<file path="src/rtl/burst_pkg.sv">
package burst_pkg;
  typedef enum logic [1:0] {
    MODE_NORMAL   = 2'd0,
    MODE_BURST_OFF = 2'd1,
    MODE_BURST_ON  = 2'd2
  } modeState_t;

  typedef struct packed {
    logic armWindow;
  } ctrlStrobes_t;

  localparam int NUM_FLAGS = 4;
  localparam int FLAG_LOW   = 0;
  localparam int FLAG_START = 1;
  localparam int FLAG_STOP  = 2;
  localparam int FLAG_HIGH  = 3;
endpackage

</file>
<file path="src/rtl/flag_sync.sv">
module flag_sync #(
  parameter int WIDTH = 4,
  parameter int STAGES = 2
) (
  input  logic             clk,
  input  logic             rstN,
  input  logic [WIDTH-1:0] rawIn,
  output logic [WIDTH-1:0] syncOut
);
  genvar b;
  generate
    for (b = 0; b < WIDTH; b++) begin : g_bit
      logic [STAGES-1:0] chain;
      always_ff @(posedge clk) begin
        if (!rstN) chain <= '0;
        else       chain <= {chain[STAGES-2:0], rawIn[b]};
      end
      assign syncOut[b] = chain[STAGES-1];
    end
  endgenerate
endmodule

</file>
<file path="src/rtl/blank_window.sv">
module blank_window
  import burst_pkg::*;
#(
  parameter int CNT_W = 8
) (
  input  logic             clk,
  input  logic             rstN,
  input  logic [CNT_W-1:0] windowLen,
  input  ctrlStrobes_t     strobes,
  output logic             windowDone
);
  logic [CNT_W-1:0] count;
  logic             reached;

  assign reached = (count >= windowLen);

  always_ff @(posedge clk) begin
    if (!rstN)                 count <= '0;
    else if (!strobes.armWindow) count <= '0;
    else if (!reached)         count <= count + 1'b1;
  end

  assign windowDone = strobes.armWindow && reached;
endmodule

</file>
<file path="src/rtl/burst_fsm.sv">
module burst_fsm
  import burst_pkg::*;
(
  input  logic         clk,
  input  logic         rstN,
  input  logic         fbLow,
  input  logic         fbStart,
  input  logic         fbStop,
  input  logic         fbHigh,
  input  logic         windowDone,
  output ctrlStrobes_t strobes,
  output logic         burstFlag,
  output logic         switchEn,
  output logic         reducedLimit,
  output logic         ssClamp
);
  modeState_t state, nextState;

  always_comb begin
    nextState = state;
    unique case (state)
      MODE_NORMAL:    if (fbLow && windowDone) nextState = MODE_BURST_OFF;
      MODE_BURST_OFF: if (fbHigh) nextState = MODE_NORMAL;
                      else if (fbStart) nextState = MODE_BURST_ON;
      MODE_BURST_ON:  if (fbHigh) nextState = MODE_NORMAL;
                      else if (fbStop) nextState = MODE_BURST_OFF;
      default:        nextState = MODE_NORMAL;
    endcase
  end

  always_ff @(posedge clk) begin
    if (!rstN) state <= MODE_NORMAL;
    else       state <= nextState;
  end

  always_comb begin
    strobes = '0;
    strobes.armWindow = fbHigh || (fbLow && state == MODE_NORMAL);
  end

  assign burstFlag    = (state != MODE_NORMAL);
  assign switchEn     = (state != MODE_BURST_OFF);
  assign reducedLimit = burstFlag;
  assign ssClamp      = burstFlag;
endmodule

</file>
<file path="src/rtl/burst_mode_ctrl.sv">
module burst_mode_ctrl
  import burst_pkg::*;
#(
  parameter int CNT_W = 8
) (
  input  logic             clk,
  input  logic             rstN,
  input  logic [CNT_W-1:0] windowLen,
  input  logic             fbLowRaw,
  input  logic             fbStartRaw,
  input  logic             fbStopRaw,
  input  logic             fbHighRaw,
  output logic             burstFlag,
  output logic             switchEn,
  output logic             reducedLimit,
  output logic             ssClamp,
  output logic             blankDone
);
  logic [NUM_FLAGS-1:0] rawFlags, syncFlags;
  ctrlStrobes_t         strobes;
  logic                 windowDone;

  always_comb begin
    rawFlags             = '0;
    rawFlags[FLAG_LOW]   = fbLowRaw;
    rawFlags[FLAG_START] = fbStartRaw;
    rawFlags[FLAG_STOP]  = fbStopRaw;
    rawFlags[FLAG_HIGH]  = fbHighRaw;
  end

  flag_sync #(.WIDTH(NUM_FLAGS), .STAGES(2)) sync_i (
    .clk(clk), .rstN(rstN), .rawIn(rawFlags), .syncOut(syncFlags)
  );

  blank_window #(.CNT_W(CNT_W)) window_i (
    .clk(clk), .rstN(rstN), .windowLen(windowLen),
    .strobes(strobes), .windowDone(windowDone)
  );

  burst_fsm fsm_i (
    .clk(clk), .rstN(rstN),
    .fbLow(syncFlags[FLAG_LOW]), .fbStart(syncFlags[FLAG_START]),
    .fbStop(syncFlags[FLAG_STOP]), .fbHigh(syncFlags[FLAG_HIGH]),
    .windowDone(windowDone), .strobes(strobes),
    .burstFlag(burstFlag), .switchEn(switchEn),
    .reducedLimit(reducedLimit), .ssClamp(ssClamp)
  );

  assign blankDone = windowDone;
endmodule

</file>
<file path="config.mk">
export PLATFORM = sky130hd
export DESIGN_NAME = burst_mode_ctrl
export DESIGN_NICKNAME = d
export VERILOG_FILES = /design/src/rtl/burst_pkg.sv /design/src/rtl/flag_sync.sv /design/src/rtl/blank_window.sv /design/src/rtl/burst_fsm.sv /design/src/rtl/burst_mode_ctrl.sv
export SDC_FILE = /design/constraint.sdc
export NUM_CORES = 1
export LEC_CHECK = 0
export BUFFER_PORTS_ARGS = -buffer_cell sky130_fd_sc_hd__buf_2
export CAP_MARGIN = 20
export CORE_MARGIN = 2
export CORE_UTILIZATION = 50
export DETAILED_ROUTE_END_ITERATION = 8
export GPL_ROUTABILITY_DRIVEN = 0
export PLACE_DENSITY = 0.86
export SYNTH_ARGS = -nofsm -noshare
export SYNTH_HDL_FRONTEND = slang
export SYNTH_SLANG_ARGS = --single-unit
export TNS_END_PERCENT = 100
</file>
<file path="constraint.sdc">
create_clock -name clk -period 2.7 [get_ports clk]
set_input_delay 0.54 -clock clk [delete_from_list [all_inputs] [get_ports clk]]
set_output_delay 0.54 -clock clk [all_outputs]
set_load 0.03 [all_outputs]
</file>
==> summary.md <==
| Metric | Value |
|---|---|
| Power Dens Cells | 447.1 nW/um^2 |
| Ratio of cells with drive above 1 in the final layout | 20.00% |
| GRT overflow | 0 |
| VDD IR max | 0.4128 mV |
| DRT Wirelength | 1902 um |
| # port buffers | 18 |
| Hold slack | 0.4266 ns |
| Initial antenna violation count | 0 |
| Synth area leader | dfxtp_1 |
| Worst setup path class | flip-flop to primary output |
| Synth Cell Area | 938.4 sq um |
| Dpl ws | 0.1550 ns |
| Period utilisation layout | 95.05% |
| Async S/R FF share, synth | 0% |
| Worst slew pin tran | 0.5878 ns |
| Final Worst Setup Slack | 0.1336 ns |
| Die Height | 47.32 um |
| Cells after synthesis | 110 |
| Fin crit period | 2.566 ns |
| Cts bufs inserted | 3 |
| Synth Register Bits | 18 |
| Via count | 850 |
| Main synth FF type | dfxtp_1 |
| # hold bufs at CTS | 0 |
| Syn-to-layout area delta | 16.00% |
| Antenna Nets Post-Route | 0 |
| Clk_lat worst skew | 0.31 ns |
| Rows | 15 |
| Post-route DRC | 0 |
| Starting Density | 53.76% |
| Setup tns final | 0 ns |
| Yosys cell types | 27 |
| Clock net sink count | 18 |
| Global-route wire length before repair | 3063 um |
| Post-DP Area | 1049 sq um |
| Max FO, Critical Path | 5 |
| DR vias/cell | 5.484 |
| MaxCap Viol Count | 0 |
| Nets@finish | 154 |
| Clock transition at path regs | 0.12 ns |
| Core ar. | 1745 sq um |
| Final setup vio count | 0 |
| Max-Slew Margin vs Limit | 60.19% |
| Status | completed |
| Worst Setup Start Kind | flip-flop |
| Antenna diodes | 0 |
| Min-delay worst type | input pin to flip-flop |
| Crit path arrival time | 2.03 ns |
| Largest net degree at the start of global routing | 13 |
| Clock skew | 0.01619 ns |
| Gr usage total | 19.89% |
| Crit end category | primary output |
| DP HPWL | 1444 um |
| Synthesized Nets | 133 |
| Post-synthesis sequential area ratio | 38.40% |
| Post-synth top area share | 38.40% |
| Slew Viols, Final | 0 |
| TritonCTS clock tree | yes |
| Vias in the first global route | 762 |
| Avg WL per Cell | 12.27 um |
| Syn Area/Cell | 8.531 sq um |
| RSZ-0062 raised after global routing | no |
| Top post-synthesis cells by area | dfxtp_1, ha_1, and2_1 |
| Fin area | 1089 sq um |
| Number of synthesized flops with an enable pin | 0 |
| Synth Warn # | 0 |
| Full die area | 2239 sq um |
| Peak Freq | 0.3896 GHz |
| Root Buffer | clkbuf_4 |
| Static Leak | 0.5079 nW |
| H-tree levels | 1 |
| Final hold violations | 0 |
| Initial DRC count | 32 |
| Longest Clk Path Bufs | 2 |
| Drt first pass iters | 4 |
| Critical Path RT | 2.16 ns |
| Top Ports | 19 |
| Die span in x | 47.32 um |
-- area by class of cell --
class | instances | area, sq um
fillers | 148 | 656.9
multi-input cells | 76 | 514.2
flip-flops and latches | 18 | 360.3
repair buffers | 19 | 97.59
inverters | 13 | 48.80
clock buffers | 4 | 36.28
well taps | 25 | 31.28
-- layer usage --
layer	global-route usage, %	routed length [um]
met5	0	0
met3	3.846	111
met1	22.48	795
met2	34.05	949
met4	12.22	45
-- synthesized netlist by cell type (all sizes together) (2+ instances only) --
master,count
o21a,4
or4,2
o21ai,7
nand2,6
a21oi,9
and3,2
or3,5
buf,2
and2,9
inv,13
nand2b,2
xnor2,2
dfxtp,18
nand4,2
ha,9
nor2,7
nand3,3
o311ai,2
-- through the flow --
step	utilization, %	instances	power [mW]
finish	62.37	155	0.4866
global route	62.37	155	0.4975
CTS	62.15	155	0.4836
detailed placement	60.07	151	0.3190
global placement	60.07	151	0.3158
floorplan	-	110	0.3042
-- state kept, by name, indices dropped and copies added (netlist names) --
| register | flops |
|---|---|
| fsm_i.state | 2 |
| window_i.count | 8 |
| sync_i.g_bit.chain | 8 |
-- kinds of logic (layout without fill, tap and decap cells) --
| logic type | count (synthesis) | in the layout | share of synthesized area, % |
|---|---|---|---|
| xor gates and xnor gates | 2 | 2 | 1.867 |
| AOI/OAI and AO/OA | 24 | 24 | 16.40 |
| and+or+nand+nor | 41 | 41 | 24.13 |
| adders and majority gates | 9 | 9 | 12.00 |
| DFF | 18 | 18 | 38.40 |
| buffers and inverters | 16 | 36 | 7.199 |
-- cell usage in the layout (no fill, tap or decap) --
cell type	netlist	layout
o311ai_1	2	2
o21ai_1	1	1
xnor2_1	2	2
a21o_1	1	1
or3_1	5	5
nor2_1	7	7
ha_1	9	9
nand4_1	2	2
clkbuf_8	0	1
o31ai_1	1	1
a21oi_1	8	7
nor2b_1	1	1
a21oi_4	1	1
or4_4	1	1
buf_4	2	1
dfxtp_1	18	18
inv_1	13	13
nand2_1	6	6
and3_1	2	2
or4_1	1	1
clkbuf_4	0	3
nand3_1	3	3
buf_2	0	18
o21ai_0	6	6
a21oi_2	0	1
o21a_1	4	4
and2_1	9	9
nor3b_1	1	1
nor3_1	1	1
nand2b_1	2	2
-- worst max-delay path: stages (launching register included) --
cell      delay (ns)
dfxtp_1         0.43
ha_1            0.27
or3_1           0.37
a21oi_2         0.20
o311ai_1        0.15
o21a_1          0.12
buf_2           0.17
-- worst paths after layout --
path	startpoint	to	slack, ns	depth (start not counted)
worst min register to register	sync_i.g_bit[2].chain[0]	sync_i.g_bit[2].chain[1]	0.45	1
worst min-delay path	fbLowRaw	sync_i.g_bit[0].chain[0]	0.43	2
worst max register to register	window_i.count[2]	window_i.count[3]	0.60	6
worst max-delay path	window_i.count[2]	blankDone	0.13	6
-- where the power goes --
| part | switching [mW] | internal [mW] |
|---|---|---|
| Sequential | 0.00350 | 0.272 |
| Combinational | 0.0187 | 0.0194 |
| Clock | 0.0907 | 0.0824 |
-- repair_timing --
action | 4_1_cts | 5_1_grt
buffers inserted | 0 | 0
gates resized for setup | 0 | 1
endpoints found under the setup margin | 0 | 1
(Power assumes the default switching activity.)
